<file path="src/rtl/tmr16_pkg.sv">
package tmr16_pkg;
  typedef enum logic [2:0] {
    CAP_OFF    = 3'd0,
    CAP_FALL   = 3'd1,
    CAP_RISE   = 3'd2,
    CAP_RISE4  = 3'd3,
    CAP_RISE16 = 3'd4
  } cap_mode_e;

  localparam int unsigned EDGE_CNT_W = 4;
endpackage

</file>
<file path="src/rtl/tmr16_clk_src.sv">
module tmr16_clk_src #(
  parameter int unsigned SYNC_STAGES = 2
) (
  input  logic clk_i,
  input  logic rst_ni,
  input  logic clk_sel_i,
  input  logic sync_en_i,
  input  logic ext_clk_i,
  output logic tick_o
);
  logic [SYNC_STAGES-1:0] sync_q;
  logic                   sync_prev_q;
  logic                   raw_q, raw_prev_q;
  logic                   sync_rise, raw_rise;

  always_ff @(posedge clk_i or negedge rst_ni) begin
    if (!rst_ni) begin
      sync_q      <= '0;
      sync_prev_q <= 1'b0;
      raw_q       <= 1'b0;
      raw_prev_q  <= 1'b0;
    end else begin
      sync_q      <= {sync_q[SYNC_STAGES-2:0], ext_clk_i};
      sync_prev_q <= sync_q[SYNC_STAGES-1];
      raw_q       <= ext_clk_i;
      raw_prev_q  <= raw_q;
    end
  end

  assign sync_rise = sync_q[SYNC_STAGES-1] & ~sync_prev_q;
  assign raw_rise  = raw_q & ~raw_prev_q;

  always_comb begin
    if (!clk_sel_i)     tick_o = 1'b1;
    else if (sync_en_i) tick_o = sync_rise;
    else                tick_o = raw_rise;
  end
endmodule

</file>
<file path="src/rtl/tmr16_count.sv">
module tmr16_count #(
  parameter int unsigned TMR_W     = 16,
  parameter int unsigned PRE_SEL_W = 2
) (
  input  logic                 clk_i,
  input  logic                 rst_ni,
  input  logic                 tick_i,
  input  logic [PRE_SEL_W-1:0] pre_sel_i,
  input  logic                 ovf_clr_i,
  output logic [TMR_W-1:0]     tmr_o,
  output logic                 ovf_o
);
  localparam int unsigned PRE_W = (1 << PRE_SEL_W) - 1;

  logic [PRE_W-1:0] pre_q, pre_mask;
  logic [TMR_W-1:0] tmr_q;
  logic             ovf_q, inc;

  always_comb begin
    for (int i = 0; i < PRE_W; i++) pre_mask[i] = (i < int'(pre_sel_i));
  end

  assign inc = tick_i && ((pre_q & pre_mask) == pre_mask);

  always_ff @(posedge clk_i or negedge rst_ni) begin
    if (!rst_ni) begin
      pre_q <= '0;
      tmr_q <= '0;
      ovf_q <= 1'b0;
    end else begin
      if (tick_i) pre_q <= pre_q + 1'b1;
      if (inc)    tmr_q <= tmr_q + 1'b1;
      if (inc && (&tmr_q)) ovf_q <= 1'b1;
      else if (ovf_clr_i)  ovf_q <= 1'b0;
    end
  end

  assign tmr_o = tmr_q;
  assign ovf_o = ovf_q;

  assert_step_R2: assert property (@(posedge clk_i) disable iff (!rst_ni)
    (inc && !(&tmr_q)) |=> (tmr_q == $past(tmr_q) + 1'b1));
  assert_hold_R3: assert property (@(posedge clk_i) disable iff (!rst_ni)
    !inc |=> $stable(tmr_q));
  assert_wrap_R5: assert property (@(posedge clk_i) disable iff (!rst_ni)
    (inc && (&tmr_q)) |=> (ovf_q && tmr_q == '0));
endmodule

</file>
<file path="src/rtl/tmr16_cap.sv">
module tmr16_cap
  import tmr16_pkg::*;
#(
  parameter int unsigned TMR_W       = 16,
  parameter int unsigned SYNC_STAGES = 2,
  parameter int unsigned CNT_W       = EDGE_CNT_W
) (
  input  logic             clk_i,
  input  logic             rst_ni,
  input  logic             cap_pin_i,
  input  logic [2:0]       mode_i,
  input  logic             cap_ok_i,
  input  logic             cap_clr_i,
  input  logic [TMR_W-1:0] tmr_i,
  output logic [TMR_W-1:0] cap_val_o,
  output logic             cap_flag_o,
  output logic             evt_o
);
  logic [SYNC_STAGES-1:0] pin_q;
  logic                   pin_prev_q;
  logic [2:0]             mode_q;
  logic [CNT_W-1:0]       edge_cnt_q, lim;
  logic [TMR_W-1:0]       cap_q;
  logic                   flag_q;
  logic                   rise, fall, mode_chg, grouped, evt_raw;

  assign rise     = pin_q[SYNC_STAGES-1] & ~pin_prev_q;
  assign fall     = ~pin_q[SYNC_STAGES-1] & pin_prev_q;
  assign mode_chg = (mode_i != mode_q);
  assign grouped  = (mode_i == CAP_RISE4) || (mode_i == CAP_RISE16);
  assign lim      = (mode_i == CAP_RISE4) ? CNT_W'(3) : '1;

  always_comb begin
    case (mode_i)
      CAP_FALL:              evt_raw = fall;
      CAP_RISE:              evt_raw = rise;
      CAP_RISE4, CAP_RISE16: evt_raw = rise && (edge_cnt_q == lim);
      default:               evt_raw = 1'b0;
    endcase
  end

  assign evt_o = evt_raw && !mode_chg && cap_ok_i;

  always_ff @(posedge clk_i or negedge rst_ni) begin
    if (!rst_ni) begin
      pin_q      <= '0;
      pin_prev_q <= 1'b0;
      mode_q     <= 3'(CAP_OFF);
      edge_cnt_q <= '0;
      cap_q      <= '0;
      flag_q     <= 1'b0;
    end else begin
      pin_q      <= {pin_q[SYNC_STAGES-2:0], cap_pin_i};
      pin_prev_q <= pin_q[SYNC_STAGES-1];
      mode_q     <= mode_i;
      if (mode_chg)             edge_cnt_q <= '0;
      else if (grouped && rise) edge_cnt_q <= (edge_cnt_q == lim) ? '0 : edge_cnt_q + 1'b1;
      if (evt_o) cap_q <= tmr_i;
      if (evt_o)          flag_q <= 1'b1;
      else if (cap_clr_i) flag_q <= 1'b0;
    end
  end

  assign cap_val_o  = cap_q;
  assign cap_flag_o = flag_q;

  assert_load_R6: assert property (@(posedge clk_i) disable iff (!rst_ni)
    evt_o |=> (cap_val_o == $past(tmr_i) && cap_flag_o));
  assert_clear_R8: assert property (@(posedge clk_i) disable iff (!rst_ni)
    (cap_clr_i && !evt_o) |=> !cap_flag_o);
  assert_keep_R8: assert property (@(posedge clk_i) disable iff (!rst_ni)
    !evt_o |=> $stable(cap_val_o));
endmodule

</file>
<file path="src/rtl/tmr16_capture.sv">
module tmr16_capture
  import tmr16_pkg::*;
#(
  parameter int unsigned TMR_W       = 16,
  parameter int unsigned SYNC_STAGES = 2,
  parameter int unsigned PRE_SEL_W   = 2
) (
  input  logic                 clk_i,
  input  logic                 rst_ni,
  input  logic                 clk_sel_i,
  input  logic                 ext_clk_i,
  input  logic                 sync_en_i,
  input  logic [PRE_SEL_W-1:0] pre_sel_i,
  input  logic                 cap_pin_i,
  input  logic [2:0]           cap_mode_i,
  input  logic                 ovf_clr_i,
  input  logic                 cap_clr_i,
  output logic [TMR_W-1:0]     tmr_o,
  output logic                 ovf_flag_o,
  output logic [TMR_W-1:0]     cap_val_o,
  output logic                 cap_flag_o
);
  logic tick, cap_evt;
  logic [TMR_W-1:0] tmr;

  tmr16_clk_src #(.SYNC_STAGES(SYNC_STAGES)) u_src (
    .clk_i, .rst_ni, .clk_sel_i, .sync_en_i, .ext_clk_i, .tick_o(tick)
  );

  tmr16_count #(.TMR_W(TMR_W), .PRE_SEL_W(PRE_SEL_W)) u_cnt (
    .clk_i, .rst_ni, .tick_i(tick), .pre_sel_i, .ovf_clr_i,
    .tmr_o(tmr), .ovf_o(ovf_flag_o)
  );

  tmr16_cap #(.TMR_W(TMR_W), .SYNC_STAGES(SYNC_STAGES)) u_cap (
    .clk_i, .rst_ni, .cap_pin_i, .mode_i(cap_mode_i),
    .cap_ok_i(!clk_sel_i || sync_en_i), .cap_clr_i, .tmr_i(tmr),
    .cap_val_o, .cap_flag_o, .evt_o(cap_evt)
  );

  assign tmr_o = tmr;

  assert_async_nocap_R10: assert property (@(posedge clk_i) disable iff (!rst_ni)
    (clk_sel_i && !sync_en_i) |=> $stable(cap_val_o));
  assert_evt_flag_R8: assert property (@(posedge clk_i) disable iff (!rst_ni)
    cap_evt |=> cap_flag_o);
endmodule

</file>
<file path="config.mk">
export PLATFORM = sky130hd
export DESIGN_NAME = tmr16_capture
export DESIGN_NICKNAME = d
export VERILOG_FILES = /design/src/rtl/tmr16_pkg.sv /design/src/rtl/tmr16_clk_src.sv /design/src/rtl/tmr16_count.sv /design/src/rtl/tmr16_cap.sv /design/src/rtl/tmr16_capture.sv
export SDC_FILE = /design/constraint.sdc
export NUM_CORES = 1
export LEC_CHECK = 0
export ABC_AREA = 1
export CAP_MARGIN = 10
export CORE_UTILIZATION = 55
export CTS_BUF_LIST = sky130_fd_sc_hd__clkbuf_16
export DETAILED_ROUTE_END_ITERATION = 16
export DONT_BUFFER_PORTS = 1
export PLACE_DENSITY = 0.74
export SYNTH_ARGS = -nofsm -noshare
export SYNTH_HDL_FRONTEND = slang
export SYNTH_SLANG_ARGS = --single-unit
</file>
<file path="constraint.sdc">
create_clock -name clk_i -period 1.6 [get_ports clk_i]
set_input_delay 0.08 -clock clk_i [delete_from_list [all_inputs] [get_ports clk_i]]
set_output_delay 0.08 -clock clk_i [all_outputs]
set_load 0.02 [all_outputs]
</file>
# After elaboration in Yosys (flattened, before gate mapping)
# Index checks and enable logic that the tools add are counted.
[totals]
out_inout_bits = 34
latchBits = 0
reg_bits = 52
mem_bits_ro = 0
mem_bits_rw = 0
n_memories = 0
input_bits = 13
wordCells = 61
[op_classes]
magnitude_cmp = 3
shift = 0
mux = 11
mul = 0
reduce_logical = 15
add_sub_neg = 3
n_bitwise = 9
eq_ne = 7
div_mod_pow = 0
[op_table]
columns = ["op", "count"]
rows = [
  ["adder 16 x 1 -> 16 bit (second input constant)", 1],
  ["2-to-1 mux 4 bit", 4],
  ["AND reduction 16 bit", 1],
  ["== test 3 x 2 -> 1 bit (second input constant)", 2],
  ["logical AND 1 bit", 6],
  ["2-to-1 mux 1 bit", 6],
  ["nonzero test 2 bit", 3],
  ["adder 4 x 1 -> 4 bit (second input constant)", 1],
  ["AND 1 bit", 4],
  ["== test 4 bit", 1],
  ["< comparator 1 x 2 -> 1 bit (first input constant)", 2],
  ["inverter 1 bit", 4],
  ["adder 3 x 1 -> 3 bit (second input constant)", 1],
  ["AND 3 bit", 1],
  ["== test 3 x 1 -> 1 bit (second input constant)", 1],
  ["== test 3 bit", 1],
  ["== test 3 bit (second input constant)", 1],
  ["inequality test 3 bit", 1],
  ["one-hot mux 1 bit (3 select lines)", 1],
  ["zero test 1 bit", 2],
  ["logical OR 1 bit", 2],
  ["< comparator 2 bit (first input constant)", 1],
  ["OR reduction 2 bit", 1],
]

# Logic depth before layout (Yosys ltp)
[logic_depth]
ltp_word = 8
depth_mapped = 11

# Hierarchy
# Synthesis repeated with hierarchy kept, for this count alone.
[hier_totals]
hier_cells = 298
hier_area_um2 = 2499.9
[by_module_without_submodules]
columns = ["module", "seq_area_each_um2", "instances", "cells_each", "area_per_inst_um2"]
rows = [
  ["tmr16_cap", 675.6, 1, 138, 1228.7],
  ["tmr16_count", 500.5, 1, 150, 1162.4],
  ["tmr16_clk_src", 75.1, 1, 8, 101.3],
  ["tmr16_capture", 0.0, 1, 2, 7.5],
]

# Least setup slack after synthesis
# Ideal clock, no wire load.
[synth_path]
path_type = "reg-to-reg"
startpoint = "register u_cnt.tmr_q[0] (netlist: u_cnt.tmr_o[0])"
endpoint = "register u_cnt.tmr_q[8] (netlist: u_cnt.tmr_o[8])"
path_stages_with_launch = 8
arrival_time_ns = 1.439
synth_period_minus_slack_ns = 1.571
setup_slack_ns = 0.029
path_buffers = 0
path_cell_list = "dfrtp_1 -> ha_1 -> nand2_1 -> nor2_1 -> nand2_1 -> xor2_1 -> nand2_1 -> o21ai_0"
[synth_between]
elab_chain_cells = 1
[synth_lines]
columns = ["element", "line", "source"]
rows = [
  ["start, declared", "tmr16_count.sv:16", "logic [TMR_W-1:0] tmr_q;"],
  ["start signal, assigned", "tmr16_count.sv:32", "if (inc) tmr_q <= tmr_q + 1'b1;"],
  ["adder 16 x 1 -> 16 bit", "tmr16_count.sv:32", ""],
]
# Every way passes these cells.
# A chain may end at the register's enable or synchronous reset.

# Worst setup path after layout
[layout_path]
startpoint = "register u_cap.edge_cnt_q[0]"
endpoint = "register u_cap.cap_q[10] (netlist: u_cap.cap_val_o[10])"
[layout_between]
elab_chain_cells = 5
[layout_lines]
columns = ["element", "line", "source"]
rows = [
  ["start, declared", "tmr16_cap.sv:22", "logic [CNT_W-1:0] edge_cnt_q, lim;"],
  ["start signal, assigned", "tmr16_cap.sv:57", "else if (grouped && rise) edge_cnt_q <= (edge_cnt_q == lim) ? '0 : edge_cnt_q + 1'b1;"],
  ["== test 4 bit", "tmr16_cap.sv:37", "CAP_RISE4, CAP_RISE16: evt_raw = rise && (edge_cnt_q == lim);"],
  ["logical AND 1 bit", "tmr16_cap.sv:37", ""],
  ["one-hot mux 1 bit (3 select lines)", "tmr16_cap.sv:34", "case (mode_i)"],
  ["logical AND 1 bit (2 in a row)", "tmr16_cap.sv:42", "assign evt_o = evt_raw && !mode_chg && cap_ok_i;"],
  ["end signal, assigned", "tmr16_cap.sv:58", "if (evt_o) cap_q <= tmr_i;"],
  ["end, declared", "tmr16_cap.sv:23", "logic [TMR_W-1:0] cap_q;"],
]
# Every way passes these cells.

==> metrics.md <==
| Metric | Value |
|---|---|
| LEAKAGE | 1.47 nW |
| Synth unique cells | 30 |
| Final Max Slew Viols | 0 |
| Switching part of the total power | 34.2% |
| Mux share of post-synthesis cell area | 0% |
| Number of clock sinks | 50 |
| Vias per cell | 5.35 |
| Routed vias | 2037 |
| Starting DRC count in detailed routing | 169 |
| Detailed-route DRC error count | 0 |
| Fraction of layout cells with a size suffix above 1 | 12.4% |
| Core Region | 4140 um2 |
| Area added between synthesis and finish | 19.8% |
| Arrival time reported for the critical path endpoint | 1630 ps |
| Total Negative Setup Slacks | 0 ps |
| Number of buffers inserted during clock tree synthesis | 5 |
| Dominant cell by count in the synthesized netlist | sky130_fd_sc_hd__nand2_1 |
| GRT Overall Usage | 24.4% |
| Minimum setup slack after placement | 143 ps |
| Number of nets with antenna violations after routing | 0 |
| Sw Pwr | 1.37 mW |
| Number of antenna violations at the first check in global routing | 0 |
| Launching element of the worst setup path | u_cap.edge_cnt_q[0]$_DFFE_PN0P_ |
| Worst slew pin tran | 447 ps |
| Overall routed net length | 5150 um |
| IO Port Bufs | 0 |
| Wire per inst | 13.5 um |
| Kind of start point of the critical path | flop |
| Number of enable-type register cells in the synthesized netlist | 0 |
| HPWL after detailed placement | 3750 um |
| Final hold violation count | 0 |
| Flop pwr share | 42.0% |
| I/O pin cnt | 47 |
| Per-instance average area after synthesis | 8.20 um2 |
| Antenna diode count | 0 |
| Power per standard cell area | 1370 nW/um2 |
| Reg-to-reg critical path startpoint | u_cap.edge_cnt_q[0]$_DFFE_PN0P_ |
| Warning count from the yosys run | 0 |
| Final Hold Slack | 193 ps |
| Post-synthesis xor/xnor area fraction | 4.30% |
| Top FF cell, synth | sky130_fd_sc_hd__dfrtp_1 |
| Via count of the first global-routing pass | 1952 |
| Commonest cells post-synth | sky130_fd_sc_hd__nand2_1, sky130_fd_sc_hd__dfrtp_1, sky130_fd_sc_hd__inv_1, sky130_fd_sc_hd__nand3_1, sky130_fd_sc_hd__nor2_1 |
| Buffer depth of the longest clock path | 2 |
| Max-cap check violation count | 0 |
| Max IR drop VDD | 0.885 mV |
| Starting utilization of the core area | 58.9% |
| Logic gate share of total power | 28.8% |
| Combined area of all synthesized cells | 2440 um2 |
| Die Y-Extent | 68.6 um |
| Sequential area share after synthesis | 51.2% |
| Required @ worst endpoint | 1770 ps |
| X dimension of the die | 68.6 um |
| Number of standard cells after synthesis | 298 |
| Iteration count of the initial detailed-routing pass | 4 |
| Critical-path maximum fanout | 17 |
| Area share of the largest cell type after synthesis | 51.2% |
| Worst Skew | 4.15 ps |
| Critical path class | reg -> reg |
| Clock power frac | 29.2% |
| Clock latency of the later-clocked register in the worst-skew pair | 280 ps |
| FFs w/ async S/R, synth | 100% |
| Share of synthesized cell area in full adder, half adder and majority cells | 1.54% |
| Post-synthesis simple-gate area fraction | 32.5% |
| Setup-failing EPs final | 0 |
| Largest family of logic cells by synthesized area | simple AND/OR/NAND/NOR gates |
| Syn_nets | 314 |
| Outcome | finished, final reports clean |
| Kind of end point of the critical path | flop |
| Time the final worst path needs with I/O delays and setup | 1460 ps |
| Internal power summed over all cells | 2.63 mW |
| Top area cells in the synthesized netlist | sky130_fd_sc_hd__dfrtp_1, sky130_fd_sc_hd__nand2_1, sky130_fd_sc_hd__nand3_1 |
| Area fraction in compound gates after synthesis | 4.56% |
| Area of the die | 4710 um2 |
| Setup repair after global routing missed its margin | false |
| Number of nets in the final layout | 346 |
| Final setup slack of the worst path | 139 ps |
| Row Count | 23 |
| Clock root buffer | sky130_fd_sc_hd__clkbuf_16 |
| TritonCTS clock tree | built |
| Final weighted congestion in routability-driven placement | 0.832 |
| Grt ovf | 0 |
| Count of state elements after synthesis | 50 |
| H-tree lvl count | 2 |
| Global-route wire length before repair | 8360 um |
| Clock-pin transition on the worst setup and hold timing paths | 60 ps |
| Worst-case headroom to the max-slew limit | 70.0% |
| Synth area leader | sky130_fd_sc_hd__dfrtp_1 |
| Share of the clock period used by the worst path | 91.3% |
| Worst min path class | in -> reg |
| Upper clock frequency limit | 684 MHz |
| Pin count of the biggest net entering global routing | 51 |
| Startpoint of the lowest-slack hold path | clk_sel_i |
[per-layer routing]
| metal | global-route usage [%] | routed length, um |
|---|---|---|
| met5 | 0 | 0 |
| met4 | 9.38 | 60 |
| met3 | 8.06 | 408 |
| met1 | 31.7 | 2270 |
| met2 | 37.6 | 2410 |
[sequential cells by signal, indices dropped and copies added, names as in the netlist]
| name | cells |
|---|---|
| u_src.sync_prev_q | 1 |
| u_cnt.ovf_o | 1 |
| u_cap.pin_prev_q | 1 |
| u_cap.edge_cnt_q | 4 |
| u_cap.pin_q | 2 |
| u_cnt.pre_q | 3 |
| u_cap.cap_val_o | 16 |
| u_cnt.tmr_o | 16 |
| u_cap.cap_flag_o | 1 |
| u_src.sync_q | 1 |
| u_src.raw_prev_q | 1 |
| u_cap.mode_q | 3 |
[placed cells by master, fill, tap and decap left out, drive strengths merged]
cell type      n
inv           30
nand3b         3
buf           23
nand4          8
and2           1
or2            1
ha             3
bufinv         1
dfrtp         50
o221ai         1
dlygate4sd3    8
nand3         29
nand2        108
o21ai         13
nor2          21
clkinvlp       1
xnor2          2
a21oi          3
clkbuf         5
a21o           1
and3           1
xor2          10
nor3           8
[timing repair]
action / CTS / global route
hold buffers: 9 / 0
endpoints found under the setup margin: 0 / 1
setup buffers: 0 / 0
endpoints found under the hold margin: 57 / 0
gates resized for setup: 0 / 1
[cell families (layout without fill, tap and decap cells)]
family,after synthesis,after routing
AOI/OAI and AO/OA,18,18
xor gates and xnor gates,12,12
adders and majority gates,3,3
buffers and inverters,35,68
DFF,50,50
and+or+nand+nor,180,180
[power groups by stage]
stage / Combinational (mW) / Sequential, mW / Clock [mW]
floorplan: 0.493 / 1.84 / 0
finish: 1.15 / 1.68 / 1.16
global route: 1.28 / 1.70 / 1.24
detailed placement: 1.09 / 1.70 / 0
global placement: 1.07 / 1.69 / 0
CTS: 1.15 / 1.67 / 1.19
[worst max-delay path, cell delays in order (launching register included)]
cell and delay (ps):
sky130_fd_sc_hd__dfrtp_1 390, sky130_fd_sc_hd__ha_1 210, sky130_fd_sc_hd__nand2_1 70, sky130_fd_sc_hd__nor2_2 120, sky130_fd_sc_hd__nand2_2 80, sky130_fd_sc_hd__nand2_4 170
sky130_fd_sc_hd__nand2_4 160, sky130_fd_sc_hd__nand2_1 100, sky130_fd_sc_hd__nand2_1 50
[area by class of cell]
class / count / area, um2
clock buffers: 5 / 125
clock inverters: 3 / 41.3
fillers: 332 / 1220
inverters: 29 / 109
multi-input cells: 213 / 1050
flip-flops and latches: 50 / 1250
well taps: 50 / 62.6
repair buffers: 31 / 285
[final timing paths]
kind | end | slack, ps | depth (start not counted)
max | u_cap.cap_val_o[10]$_DFFE_PN0P_ | 140 | 8
min reg2reg | u_cap.pin_q[1]$_DFF_PN0_ | 350 | 0
max reg2reg | u_cap.cap_val_o[10]$_DFFE_PN0P_ | 140 | 8
max in group asynchronous | u_cnt.pre_q[1]$_DFFE_PN0P_ | 1080 | 2
min in group asynchronous | u_cap.edge_cnt_q[1]$_DFFE_PN0P_ | 310 | 2
min | u_cnt.pre_q[1]$_DFFE_PN0P_ | 190 | 5
[per-stage QoR]
step	area, um2	power, mW	util, %	std cells
after floorplan	2440	2.34	-	298
after global placement	2650	2.76	63.9	364
after detailed placement	2650	2.79	63.9	364
after CTS	2920	4.02	70.5	381
after global routing	2930	4.22	70.6	381
final	2930	3.99	70.6	381
No activity file was read; power rests on OpenSTA's default activity.
